`config.mk`:
```
export PLATFORM = sky130hd
export DESIGN_NAME = lt_pattern_seq
export DESIGN_NICKNAME = d
export VERILOG_FILES = /design/src/rtl/ltp_pkg.sv /design/src/rtl/ltp_code_fsm.sv /design/src/rtl/ltp_rnd_src.sv /design/src/rtl/ltp_mix_swap.sv /design/src/rtl/lt_pattern_seq.sv
export SDC_FILE = /design/constraint.sdc
export NUM_CORES = 1
export LEC_CHECK = 0
export BUFFER_PORTS_ARGS = -buffer_cell sky130_fd_sc_hd__buf_4
export CAP_MARGIN = 20
export CORE_MARGIN = 2
export CORE_UTILIZATION = 40
export DETAILED_ROUTE_END_ITERATION = 16
export SLEW_MARGIN = 40
export SYNTH_ARGS = -nofsm -noshare
export SYNTH_HDL_FRONTEND = slang
export SYNTH_SLANG_ARGS = --single-unit
export TNS_END_PERCENT = 1
```
`constraint.sdc`:
```
create_clock -name clk -period 1.24 [get_ports clk]
set_input_delay 0.062 -clock clk [delete_from_list [all_inputs] [get_ports clk]]
set_output_delay 0.062 -clock clk [all_outputs]
set_load 0.03 [all_outputs]
```
`src/rtl/ltp_pkg.sv`:
```
package ltp_pkg;

   // Control code, written as {group-A enable, group-B enable, group-A select, group-B select}
   typedef enum logic [3:0] {
      CODE_FULL_A = 4'b1011,
      CODE_INS_B  = 4'b0010,
      CODE_FULL_B = 4'b0111,
      CODE_INS_A  = 4'b0001
   } code_e;

   function automatic code_e code_next(input code_e cur);
      code_e nxt;
      case (cur)
         CODE_FULL_A: nxt = CODE_INS_B;
         CODE_INS_B:  nxt = CODE_FULL_B;
         CODE_FULL_B: nxt = CODE_INS_A;
         default:     nxt = CODE_FULL_A;
      endcase
      return nxt;
   endfunction

endpackage

```
`src/rtl/ltp_code_fsm.sv`:
```
module ltp_code_fsm
   import ltp_pkg::*;
(
   input  logic  clk,
   input  logic  rst_n,
   input  logic  start,
   output code_e code,
   output logic  run
);

   code_e code_q;
   logic  run_q;

   always_ff @(posedge clk or negedge rst_n) begin
      if (!rst_n) begin
         run_q  <= 1'b0;
         code_q <= CODE_FULL_A;
      end else begin
         if (start)
            run_q <= 1'b1;
         if (run_q)
            code_q <= code_next(code_q);
      end
   end

   assign code = code_q;
   assign run  = run_q;

   // while idle the controller parks on the first code
   p_idle_park_r1: assert property (@(posedge clk) disable iff (!rst_n)
      !run_q |-> code_q == CODE_FULL_A);

   // the last code of the round wraps to the first
   p_wrap_r2: assert property (@(posedge clk) disable iff (!rst_n)
      (run_q && code_q == CODE_INS_A) |=> code_q == CODE_FULL_A);

   // running never drops back to idle without reset
   p_run_sticky_r10: assert property (@(posedge clk) disable iff (!rst_n)
      run_q |=> run_q);

endmodule

```
`src/rtl/ltp_rnd_src.sv`:
```
module ltp_rnd_src #(
   parameter int unsigned          RND_W    = 16,
   parameter logic [RND_W-1:0]     RND_TAPS = 16'hB400,
   parameter logic [RND_W-1:0]     RND_SEED = 16'hACE1,
   parameter int unsigned          OUT_W    = 12
) (
   input  logic             clk,
   input  logic             rst_n,
   input  logic             adv,
   output logic [OUT_W-1:0] rnd
);

   generate
      if (RND_SEED == '0) begin : g_bad_seed
         $error("ltp_rnd_src: seed must be nonzero");
      end
      if (!RND_TAPS[RND_W-1]) begin : g_bad_taps
         $error("ltp_rnd_src: top tap must be set");
      end
      if (OUT_W > RND_W) begin : g_bad_width
         $error("ltp_rnd_src: output wider than register");
      end
   endgenerate

   logic [RND_W-1:0] lfsr_q;
   logic             fb;

   assign fb = ^(lfsr_q & RND_TAPS);

   always_ff @(posedge clk or negedge rst_n) begin
      if (!rst_n)
         lfsr_q <= RND_SEED;
      else if (adv)
         lfsr_q <= {lfsr_q[RND_W-2:0], fb};
   end

   assign rnd = lfsr_q[OUT_W-1:0];

   // the random register never locks up in the all-zero state
   p_rnd_nonzero_r8: assert property (@(posedge clk) disable iff (!rst_n)
      lfsr_q != '0);

endmodule

```
`src/rtl/ltp_mix_swap.sv`:
```
module ltp_mix_swap #(
   parameter int unsigned FIELD_W = 3,
   parameter int unsigned FIELDS  = 4,
   localparam int unsigned PAT_W  = FIELD_W * FIELDS
) (
   input  logic [PAT_W-1:0] gen,
   input  logic [PAT_W-1:0] hist,
   input  logic [PAT_W-1:0] rnd,
   input  logic             sel_a,
   input  logic             sel_b,
   output logic [PAT_W-1:0] pat
);

   logic [PAT_W-1:0] take_gen;
   logic [PAT_W-1:0] mixed;

   for (genvar i = 0; i < PAT_W; i++) begin : g_mix
      localparam bit IS_B = ((i % FIELD_W) == FIELD_W - 1);
      if (IS_B) begin : g_b
         assign take_gen[i] = sel_b;
      end else begin : g_a
         assign take_gen[i] = sel_a;
      end
      assign mixed[i] = take_gen[i]          ? gen[i] :
                        (gen[i] != hist[i])  ? rnd[i] : gen[i];
   end

   // Field 0 and field 1 trade places wherever the generator bit is shown
   for (genvar i = 0; i < PAT_W; i++) begin : g_swap
      localparam int unsigned FLD = i / FIELD_W;
      if (FLD == 0) begin : g_f0
         assign pat[i] = take_gen[i] ? mixed[i + FIELD_W] : mixed[i];
      end else if (FLD == 1) begin : g_f1
         assign pat[i] = take_gen[i] ? mixed[i - FIELD_W] : mixed[i];
      end else begin : g_fn
         assign pat[i] = mixed[i];
      end
   end

endmodule

```
`src/rtl/lt_pattern_seq.sv`:
```
module lt_pattern_seq
   import ltp_pkg::*;
#(
   parameter int unsigned      FIELD_W  = 3,
   parameter int unsigned      FIELDS   = 4,
   parameter int unsigned      RND_W    = 16,
   parameter logic [RND_W-1:0] RND_TAPS = 16'hB400,
   parameter logic [RND_W-1:0] RND_SEED = 16'hACE1,
   localparam int unsigned     PAT_W    = FIELD_W * FIELDS
) (
   input  logic             clk,
   input  logic             rst_n,
   input  logic             start,
   input  logic [PAT_W-1:0] gen_bits,
   output logic             grp_a_en,
   output logic             grp_b_en,
   output logic [PAT_W-1:0] pat_out,
   output logic             pat_vld
);

   generate
      if (FIELD_W < 2) begin : g_bad_field
         $error("lt_pattern_seq: fields need at least two cells");
      end
      if (FIELDS < 2) begin : g_bad_fields
         $error("lt_pattern_seq: at least two fields are needed for the swap");
      end
      if (RND_W < PAT_W) begin : g_bad_rnd
         $error("lt_pattern_seq: random register narrower than pattern");
      end
   endgenerate

   code_e            code;
   logic             run;
   logic [3:0]       code_bits;
   logic             sel_a;
   logic             sel_b;
   logic [PAT_W-1:0] rnd;
   logic [PAT_W-1:0] hist_q;
   logic [PAT_W-1:0] grp_b_mask;
   logic [PAT_W-1:0] next_pat;
   logic [PAT_W-1:0] pat_q;
   logic             vld_q;

   ltp_code_fsm u_fsm (
      .clk   (clk),
      .rst_n (rst_n),
      .start (start),
      .code  (code),
      .run   (run)
   );

   assign code_bits = code;
   assign grp_a_en  = run & code_bits[3];
   assign grp_b_en  = run & code_bits[2];
   assign sel_a     = code_bits[1];
   assign sel_b     = code_bits[0];

   ltp_rnd_src #(
      .RND_W    (RND_W),
      .RND_TAPS (RND_TAPS),
      .RND_SEED (RND_SEED),
      .OUT_W    (PAT_W)
   ) u_rnd (
      .clk   (clk),
      .rst_n (rst_n),
      .adv   (run),
      .rnd   (rnd)
   );

   // History: each position keeps the value it had before its group last advanced
   for (genvar i = 0; i < PAT_W; i++) begin : g_hist
      localparam bit IS_B = ((i % FIELD_W) == FIELD_W - 1);
      logic upd;
      if (IS_B) begin : g_b
         assign upd = grp_b_en;
         assign grp_b_mask[i] = 1'b1;
      end else begin : g_a
         assign upd = grp_a_en;
         assign grp_b_mask[i] = 1'b0;
      end
      always_ff @(posedge clk or negedge rst_n) begin
         if (!rst_n)
            hist_q[i] <= 1'b0;
         else if (upd)
            hist_q[i] <= gen_bits[i];
      end
   end

   ltp_mix_swap #(
      .FIELD_W (FIELD_W),
      .FIELDS  (FIELDS)
   ) u_mix (
      .gen   (gen_bits),
      .hist  (hist_q),
      .rnd   (rnd),
      .sel_a (sel_a),
      .sel_b (sel_b),
      .pat   (next_pat)
   );

   always_ff @(posedge clk or negedge rst_n) begin
      if (!rst_n) begin
         pat_q <= '0;
         vld_q <= 1'b0;
      end else begin
         vld_q <= run;
         if (run)
            pat_q <= next_pat;
      end
   end

   assign pat_out = pat_q;
   assign pat_vld = vld_q;

   // the two generator halves never advance together
   p_en_exclusive_r2: assert property (@(posedge clk) disable iff (!rst_n)
      !(grp_a_en && grp_b_en));

   // a group-B advance follows two cycles after a group-A advance
   p_b_after_a_r2: assert property (@(posedge clk) disable iff (!rst_n)
      $past(grp_a_en, 2) |-> grp_b_en);

   // group-A history only moves on a group-A advance
   p_hist_a_stable_r7: assert property (@(posedge clk) disable iff (!rst_n)
      !grp_a_en |=> $stable(hist_q & ~grp_b_mask));

   // once patterns flow they flow every cycle
   p_vld_sticky_r9: assert property (@(posedge clk) disable iff (!rst_n)
      pat_vld |=> pat_vld);

endmodule

```
==> impl_metrics.ini, run 1 <==
[detailed_routing]
detail_route.first_pass.iterations = 4
detail_route.drc_violations = 0
wire_length_reported_by_the_detailed_router_um = 3861
routed-via-count = 1370
drtAntennaViolNets = 0
routedWlPerCell_um = 14.46
detailedRoute.firstIterationViolations = 61
detail_route.vias_per_cell = 5.131

[sta]
setup_viol = 0
tightest_slew_ns = 0.5756
finClkSkew_ns = 0.007962
final.period_utilization_pct = 99.02
finalCriticalPeriod_ns = 1.228
fin_ws_ns = 0.01219
rsz0062_at_grt = true
report.final.slew_viol_count = 0
clock.fmax_mhz = 814.5
maxSlewHeadroom_pct = 61.63
timing_hold_violations_final = 0

[place]
place_congestion = 0.7254
hpwl_after_detailed_placement_um = 2736
dp_cells = 256
pre_cts_slack_ns = 0.02538
port_buffer_cells = 29
post_dp_area_um2 = 2336

[clock_tree]
htree_levels = 2
clk_root_buffer_cell = clkbuf_8
clock-sinks = 46
cts_max_path_buffers = 2
clkSlewWorstSetupHoldPaths_ns = 0.08
tritoncts = done
numCtsBuffers = 5
clkLatencyLatePin_ns = 0.30

[logic_synthesis]
syn_nets = 177
synth.distinct_cells = 22
avgSynthCellArea_um2 = 12.48
yosysTopAreaCell = dfrtp_1
synth_commonest_cells = dfrtp_1 (35), mux2_2 (28), o21a_1 (13)
yosys_most_used_dff = dfrtp_1
netlist.area_leader.share_pct = 43.32
synthesis.yosys.warnings = 0
post_synth_instance_area_um2 = 2022
sequential_fraction_of_the_synthesis_area_pct = 57.61
synth-edff-count = 0
synth_async_sr_flop_share_pct = 100.0
synthCells = 162
yosys.cell_count.top_type = dfrtp_1
synth_top_cells_by_area = dfrtp_1 (43%), mux2_2 (16%), dfstp_2 (14%)
postSynthRegisterBits = 46

[global_routing]
grt_antenna_before_repair = 0
grt_start_max_net_pins = 47
wire_length_of_the_first_global_routing_pass_um = 6589
gr_usage_total_pct = 15.59
number_of_global_route_vias_before_repair = 1414
grt_overflow = 0

[power]
power.net_switching_uw = 1892
power_frac_comb_pct = 34.1
power_leakage_uw = 0.001069
max-vdd-ir-drop_mv = 1.068
pwr-share-seq_pct = 49.2
power.switching_fraction_pct = 33.80
internal_power_uw = 3706
pwr-share-clk_pct = 16.8
powerDensity_nw_per_um2 = 2268

[final_layout]
layout.nets = 214
diodes = 0
post_route_cells_drive_above_1_share_pct = 44.50
finish.instance_area_um2 = 2469
layout.filler_cells = 409
layout-area-overhead-vs-synth_pct = 22.09
final-instance-count-excl-fill = 267

[floorplanning]
std_cell_rows = 25
initial_utilization_pct = 42.25
die_area_um2 = 5639
chipHeight_um = 75.10
die_width_um = 75.10
top_level_ports = 30
coreArea_um2 = 4786

[worst_setup_path]
crit_path_top_delay_cell = dfstp_2
startpoint_type = flop
cp_cell_sequence = nand2_4 -> inv_2 -> buf_6
worst_ep_arrival_time_ns = 1.17
critPathKind = reg -> out
cp_num_buf_inv = 2
crit_required_ns = 1.18
critPathMaxFanout = 9
cp_slowest_stage_delay_ns = 0.57
critical_path.endpoint_type = primary output
critical_path.top_delay_family = flip-flops

[run]
max_cap_viol_count = 0

[status]
outcome = finished, final reports clean

[min_path]
worst_hold_path_type = in -> reg
==> layout by cell type (no fill, tap or decap) <==
cell           synthesis  routed
o21a_1                13      13
nand2_4                0       1
nor4b_2                1       1
nor2_1                 9       9
nand2_2                1       1
dfrtp_1               35      33
o21ai_1                0       4
buf_12                 0       1
clkinv_2               0       1
o311ai_0               4       2
o21ai_0                6       2
buf_6                  0       1
nor2b_1                7       7
xnor2_1                3       3
buf_4                  2      34
dfstp_2               11      11
o311ai_1               2       4
a21oi_1                8       8
nand4_1                1       1
and4b_1                2       2
o221ai_1               6       6
inv_1                  8       7
dfrtp_2                0       2
dlygate4sd3_1          0       2
clkbuf_1               0       1
or2_2                  1       1
inv_2                  0       1
o211a_1                1       1
mux2_2                28      28
clkbuf_8               0       6
nand2_1                7       6
==> per-layer routing <==
layer | global-route usage [%] | up-vias | share of wire (%)
li1 | - | 655 | -
met1 | 19.81 | 682 | 44
met2 | 25.54 | 27 | 50
met3 | 3.748 | 6 | 4.2
met4 | 6.548 | 0 | 1.6
met5 | 0 | - | 0
==> logic make-up (layout without fill, tap and decap cells) <==
family,after synthesis,after routing,synth area share (%)
compound gates,40,40,13.99
xor+xnor,3,3,1.300
buf+inv,16,54,3.713
flops,46,46,57.61
mux,28,28,15.59
simple gates,29,29,7.797
==> per-stage QoR <==
stage           TNS, ns  power [uW]  hold WS [ns]  utilization [%]
2_1_floorplan         0        3974       -0.2336                -
3_3_place_gp          0        4531       0.08889            48.81
3_5_place_dp          0        4631        0.1009            48.81
4_1_cts               0        5639       0.01444            51.56
5_1_grt        -0.07887        5958       0.01716            51.58
6_report              0        5599       0.02615            51.58
==> final cells by class <==
type / instances / area (um^2) / area share [%]
sequential: 46 / 1167 / 47.29
multi-input combinational: 100 / 789.5 / 31.98
timing repair buffer: 38 / 306.5 / 12.42
clock buffer: 7 / 86.33 / 3.497
tap: 67 / 83.83 / 3.396
inverter: 8 / 30.03 / 1.216
clock inverter: 1 / 5.005 / 0.2027
==> power groups by stage <==
stage | registers [uW] | clock network (uW) | logic, uW
after floorplan | 2810 | 0 | 1160
after global placement | 2750 | 0 | 1780
after detailed placement | 2790 | 0 | 1840
after global routing | 2850 | 1020 | 2080
final | 2750 | 938 | 1910
after CTS | 2750 | 965 | 1920
==> registers in the layout, indices dropped and copies added, names as in the netlist <==
name and cells:
pat_out 12, u_rnd.lfsr_q 16, u_fsm.code 4, u_fsm.run 1, hist_q 12, pat_vld 1
==> path summary, 6_finish.rpt <==
path	startpoint	to	slack (ns)	depth (start not counted)
min reg2reg	pat_out[4]	pat_out[4]	0.49	1
max	u_fsm.code[3]	grp_a_en	0.01	3
max reg2reg	u_fsm.code[1]	pat_out[10]	0.04	4
min	gen_bits[11]	hist_q[11]	0.03	2
max in group asynchronous	rst_n	u_fsm.run	0.51	2
min in group asynchronous	rst_n	pat_out[7]	0.30	2
==> worst reg2reg max path: stages (launching register included) <==
cell	delay (ns)
dfstp_2	0.62
buf_12	0.14
nor2b_1	0.04
o221ai_1	0.18
o21ai_0	0.11
==> what timing repair did <==
item,4_1_cts,5_1_grt
hold buffers,2,0
buffers inserted,1,0
hold endpoints to repair,36,0
endpoints found under the setup margin,2,10
pin swaps,0,1
gates resized for setup,5,7
(Power assumes the default switching activity.)
==> run 2: changes to the inputs <==
--- a/config.mk
+++ b/config.mk
@@ -10,6 +10,7 @@
 export CORE_MARGIN = 2
 export CORE_UTILIZATION = 40
 export DETAILED_ROUTE_END_ITERATION = 16
+export HOLD_SLACK_MARGIN = 0.12
 export SLEW_MARGIN = 40
 export SYNTH_ARGS = -nofsm -noshare
 export SYNTH_HDL_FRONTEND = slang
==> run 2 against run 1 <==
Clock power up 0.4%. Worst hold slack gained 0.28 ns. Final cell count increased by 4.5%. Worst setup slack got worse by 0.0014 ns. Critical path type unchanged. Register-to-register slack about the same. Routed wire length rose by 3.7%.
==> impl_metrics.ini, run 2 (synthesized netlist as in run 1, its figures left out) <==
[status]
outcome = finished, final reports clean

[detailed_routing]
routed.top_layer = met4
route.met2.wl_um = 1996
routedWlPerCell_um = 14.34
detail_route.vias_per_cell = 5.072
wire_length_reported_by_the_detailed_router_um = 4002
detail_route.wirelength.met1_um = 1823
route.met3.wl_um = 119
drtAntennaViolNets = 0
detail_route.first_pass.iterations = 4
routed-via-count = 1415
detail_route.drc_violations = 0
detailedRoute.firstIterationViolations = 72

[clock_tree]
clkLatencyLatePin_ns = 0.30
htree_levels = 2
clkSlewWorstSetupHoldPaths_ns = 0.08
clock-sinks = 46
clk_root_buffer_cell = clkbuf_8
tritoncts = done
cts_max_path_buffers = 2
numCtsBuffers = 5

[worst_setup_path]
startpoint_type = flop
rr_endpoint = pat_out[10]
crit_required_ns = 1.18
critPathKind = reg -> out
reg2reg_depth = 4
critPathMaxFanout = 9
cp_cell_sequence = nand2_4 -> inv_2 -> buf_6
worst_ep_arrival_time_ns = 1.17
r2r_slack_ns = 0.03
crit_path_top_delay_cell = dfstp_2
cp_slowest_stage_delay_ns = 0.57
r2r_start = u_fsm.code[1]
critical_path.endpoint_type = primary output

[floorplanning]
die_width_um = 75.10
std_cell_rows = 25
initial_utilization_pct = 42.25
die_area_um2 = 5639
top_level_ports = 30
chipHeight_um = 75.10
coreArea_um2 = 4786

[final_layout]
final-instance-count-excl-fill = 279
finish.instance_area_um2 = 2589
registers.top_by_ff_count = u_rnd.lfsr_q
diodes = 0
layout.nets = 226
layout_commonest_cell = buf_4
post_route_cells_drive_above_1_share_pct = 41.98
layout-area-overhead-vs-synth_pct = 28.03
commonest_cells_after_routing_fill_and_taps_aside = buf_4 (34), dfrtp_1 (33), mux2_2 (28)
largest_register_ff_count = 16

[global_routing]
grt_start_max_net_pins = 47
grt_overflow = 0
wire_length_of_the_first_global_routing_pass_um = 6762
grt_antenna_before_repair = 0
number_of_global_route_vias_before_repair = 1460
gr_usage_total_pct = 15.96

[sta]
timing_hold_violations_final = 0
tightest_slew_ns = 0.5760
clock.fmax_mhz = 813.5
finalCriticalPeriod_ns = 1.229
finClkSkew_ns = 0.007528
setup_viol = 0
final.hold.worst_slack_ns = 0.3036
final.period_utilization_pct = 99.13
report.final.slew_viol_count = 0
rsz0062_at_grt = true
maxSlewHeadroom_pct = 61.60

[run]
max_cap_viol_count = 0

[min_path]
worst_hold_path_type = in -> async

[power]
totalPowerFinal_uw = 5639
powerDensity_nw_per_um2 = 2178
power_leakage_uw = 0.001119
max-vdd-ir-drop_mv = 1.072

[place]
post_dp_area_um2 = 2336
port_buffer_cells = 29
hpwl_after_detailed_placement_um = 2736
place_congestion = 0.7254
dp_cells = 256
[run 2: per-layer routing]
layer	up-vias	GRT usage, %
li1	676	-
met1	700	20.33
met2	33	26.51
met3	6	3.347
met4	0	6.548
met5	-	0
[run 2: metrics by stage]
step	setup WS [ns]	util, %	setup TNS (ns)
after CTS	0.002406	54.07	0
final	0.01080	54.09	0
after floorplan	0.1029	-	0
after global routing	-0.03718	54.09	-0.07887
after global placement	0.06447	48.81	0
after detailed placement	0.02538	48.81	0
[run 2: layout make-up]
cell class	instances	area (um^2)
Fill cell	399	2197
Sequential cell	46	1167
Multi-Input combinational cell	100	789.5
Timing Repair Buffer	50	426.7
Clock buffer	7	86.33
Tap cell	67	83.83
Inverter	8	30.03
Clock inverter	1	5.005
[run 2: repair_timing]
action                                 in CTS  in global routing
hold buffers                               14                  0
pin swaps                                   0                  1
endpoints found under the hold margin      54                  0
setup endpoints to repair                   2                 10
buffers inserted                            1                  0
resized for setup                           5                  7
[run 2: worst max-delay path: cells and delay by family (launching register included)]
family | cells | cell delay [ns]
buf+inv | 2 | 0.19
flops | 1 | 0.57
simple gates | 1 | 0.11
[run 2: power by group]
| group | total (uW) | internal (uW) | switching [uW] | leakage [uW] |
|---|---|---|---|---|
| registers | 2760 | 2230 | 524 | 0.000523 |
| clock network | 942 | 450 | 491 | 0.0000482 |
| logic | 1940 | 1050 | 892 | 0.000548 |
[run 2: worst max-delay path by stage]
stage / to / slack [ns] / depth (start not counted) / startpoint
floorplan: u_fsm.code[3] / 0.10 / 4 / u_fsm.code[1]
global placement: pat_out[4] / 0.06 / 3 / u_fsm.code[1]
detailed placement: pat_out[0] / 0.03 / 3 / u_fsm.code[1]
CTS: grp_a_en / 0.002 / 3 / u_fsm.code[3]
global route: grp_a_en / -0.04 / 3 / u_fsm.code[3]
finish: grp_a_en / 0.01 / 3 / u_fsm.code[3]
==> run 3: changes to the inputs <==
--- a/config.mk
+++ b/config.mk
@@ -11,6 +11,7 @@
 export CORE_UTILIZATION = 40
 export DETAILED_ROUTE_END_ITERATION = 16
 export HOLD_SLACK_MARGIN = 0.12
+export RECOVER_POWER = 50
 export SLEW_MARGIN = 40
 export SYNTH_ARGS = -nofsm -noshare
 export SYNTH_HDL_FRONTEND = slang
==> run 3 against run 2 <==
Via count shrank 0.14%. Maximum frequency is essentially flat. Count of clock-buffer cells in the layout is the same. Largest cell class unchanged. Worst hold slack gained 0.040 ns. Worst setup slack lost 0.00060 ns. Final cell count is the same. Critical endpoint unchanged. Clock skew is essentially flat. Core utilization shrank 0.16 points. Routed wire length is essentially flat. Sequential share of layout area grew 0.13 points. Critical path depth is the same. Cell area shrank 0.29%.
==> impl_metrics.ini, run 3 (synthesized netlist as in run 1, its figures left out) <==
[status]
outcome = finished, final reports clean

[final_layout]
layout.filler_cells = 401
registers.top_by_ff_count = u_rnd.lfsr_q
commonest_cells_after_routing_fill_and_taps_aside = dfrtp_1 (33), buf_4 (31), mux2_2 (28)
layout.nets = 226
layout-area-overhead-vs-synth_pct = 27.66
layout_commonest_cell = dfrtp_1
diodes = 0
largest_register_ff_count = 16
finish.instance_area_um2 = 2581
post-route-util_pct = 53.93
post_route_cells_drive_above_1_share_pct = 41.04

[place]
port_buffer_cells = 29
post_dp_area_um2 = 2336
pre_cts_slack_ns = 0.02538
hpwl_after_detailed_placement_um = 2736
place_congestion = 0.7254

[sta]
report.final.slew_viol_count = 0
setup_viol = 0
tightest_slew_ns = 0.6255
timing_hold_violations_final = 0
fin_ws_ns = 0.01021
finClkSkew_ns = 0.007600
rsz0062_at_grt = true
final.period_utilization_pct = 99.18
finalCriticalPeriod_ns = 1.230
clock.fmax_mhz = 813.1
maxSlewHeadroom_pct = 58.30

[power]
power.net_switching_uw = 1909
powerDensity_nw_per_um2 = 2183
internal_power_uw = 3724
pwr-share-clk_pct = 16.7
pwr-share-seq_pct = 48.9
power_frac_comb_pct = 34.4
max-vdd-ir-drop_mv = 1.071
power.switching_fraction_pct = 33.89
power_leakage_uw = 0.001112

[clock_tree]
clkSlewWorstSetupHoldPaths_ns = 0.08
clock-sinks = 46
clkLatencyLatePin_ns = 0.30
numCtsBuffers = 5
tritoncts = done
htree_levels = 2
clk_root_buffer_cell = clkbuf_8
cts_max_path_buffers = 2

[floorplanning]
die_width_um = 75.10
chipHeight_um = 75.10
coreArea_um2 = 4786
initial_utilization_pct = 42.25
die_area_um2 = 5639
std_cell_rows = 25
top_level_ports = 30

[detailed_routing]
routed-via-count = 1413
detail_route.first_pass.iterations = 5
detail_route.vias_per_cell = 5.065
drtAntennaViolNets = 0
wire_length_reported_by_the_detailed_router_um = 4006
routedWlPerCell_um = 14.36
detail_route.drc_violations = 0
detailedRoute.firstIterationViolations = 70

[worst_setup_path]
crit_path_top_delay_cell = dfstp_2
cp_slowest_stage_delay_ns = 0.57
startpoint_type = flop
r2r_start = u_fsm.code[1]
rr_endpoint = pat_out[10]
cp_num_buf_inv = 2
cp_cell_sequence = nand2_4 -> inv_2 -> buf_6
critPathKind = reg -> out
crit_required_ns = 1.18
reg2reg_depth = 4
critical_path.endpoint_type = primary output
critPathMaxFanout = 9
worst_ep_arrival_time_ns = 1.17
r2r_slack_ns = 0.04
critical_path.top_delay_family = flip-flops

[run]
max_cap_viol_count = 0

[global_routing]
grt_start_max_net_pins = 47
wire_length_of_the_first_global_routing_pass_um = 6762
grt_antenna_before_repair = 0
number_of_global_route_vias_before_repair = 1460
gr_usage_total_pct = 15.96
grt_overflow = 0

[min_path]
worst_hold_path_type = in -> async
run 3: cell count changes in the layout (fill, tap and decap cells not counted), sizes merged:
cell,previous run,this run
buf,36,33
clkbuf,7,10
run 3: worst register-to-register path: stages, from the launching register on:
cell and delay (ns):
dfstp_2 0.62, buf_12 0.14, nor2b_1 0.04, o221ai_1 0.18, o21ai_0 0.11
run 3: repair_timing:
action,CTS,global route
gates resized for setup,5,7
setup endpoints to repair,2,10
hold endpoints to repair,54,0
buffers inserted,1,0
hold buffers,14,0
cloned,0,0
pin swaps,0,1
run 3: through the flow:
step	instances	TNS, ns	total power [uW]	hold WS [ns]
3_3_place_gp	256	0	4531	0.08889
4_1_cts	279	0	5670	0.3276
3_5_place_dp	256	0	4631	0.1009
6_report	279	0	5634	0.3440
2_1_floorplan	162	0	3974	-0.2336
5_1_grt	279	-0.07887	5984	0.4063
run 3: power groups by stage:
stage | combinational, uW | sequential (uW) | clock (uW)
2_1_floorplan | 1160 | 2810 | 0
3_3_place_gp | 1780 | 2750 | 0
3_5_place_dp | 1840 | 2790 | 0
4_1_cts | 1950 | 2750 | 965
5_1_grt | 2110 | 2850 | 1020
6_report | 1940 | 2750 | 943
run 3: how the worst max path moves through the flow:
stage	startpoint	end	cells after the start
4_1_cts	u_fsm.code[3]	grp_a_en	3
6_report	u_fsm.code[3]	grp_a_en	3
2_1_floorplan	u_fsm.code[1]	u_fsm.code[3]	4
5_1_grt	u_fsm.code[3]	grp_a_en	3
3_3_place_gp	u_fsm.code[1]	pat_out[4]	3
3_5_place_dp	u_fsm.code[1]	pat_out[0]	3
run 3: cell type report:
class                           instances  area (um^2)  area share (%)
Clock inverter                          1        5.005          0.1939
Clock buffer                            7        86.33           3.345
Multi-Input combinational cell        100        789.5           30.59
Timing Repair Buffer                   50        419.2           16.24
Inverter                                8        30.03           1.163
Sequential cell                        46         1167           45.23
Tap cell                               67        83.83           3.248
run 3: per-layer routing:
metal | up-vias | wire length [um] | global-route usage, %
met5 | - | 0 | 0
met4 | 0 | 63 | 6.548
met3 | 6 | 117 | 3.347
met2 | 31 | 1990 | 26.51
met1 | 700 | 1834 | 20.33
li1 | 676 | - | -
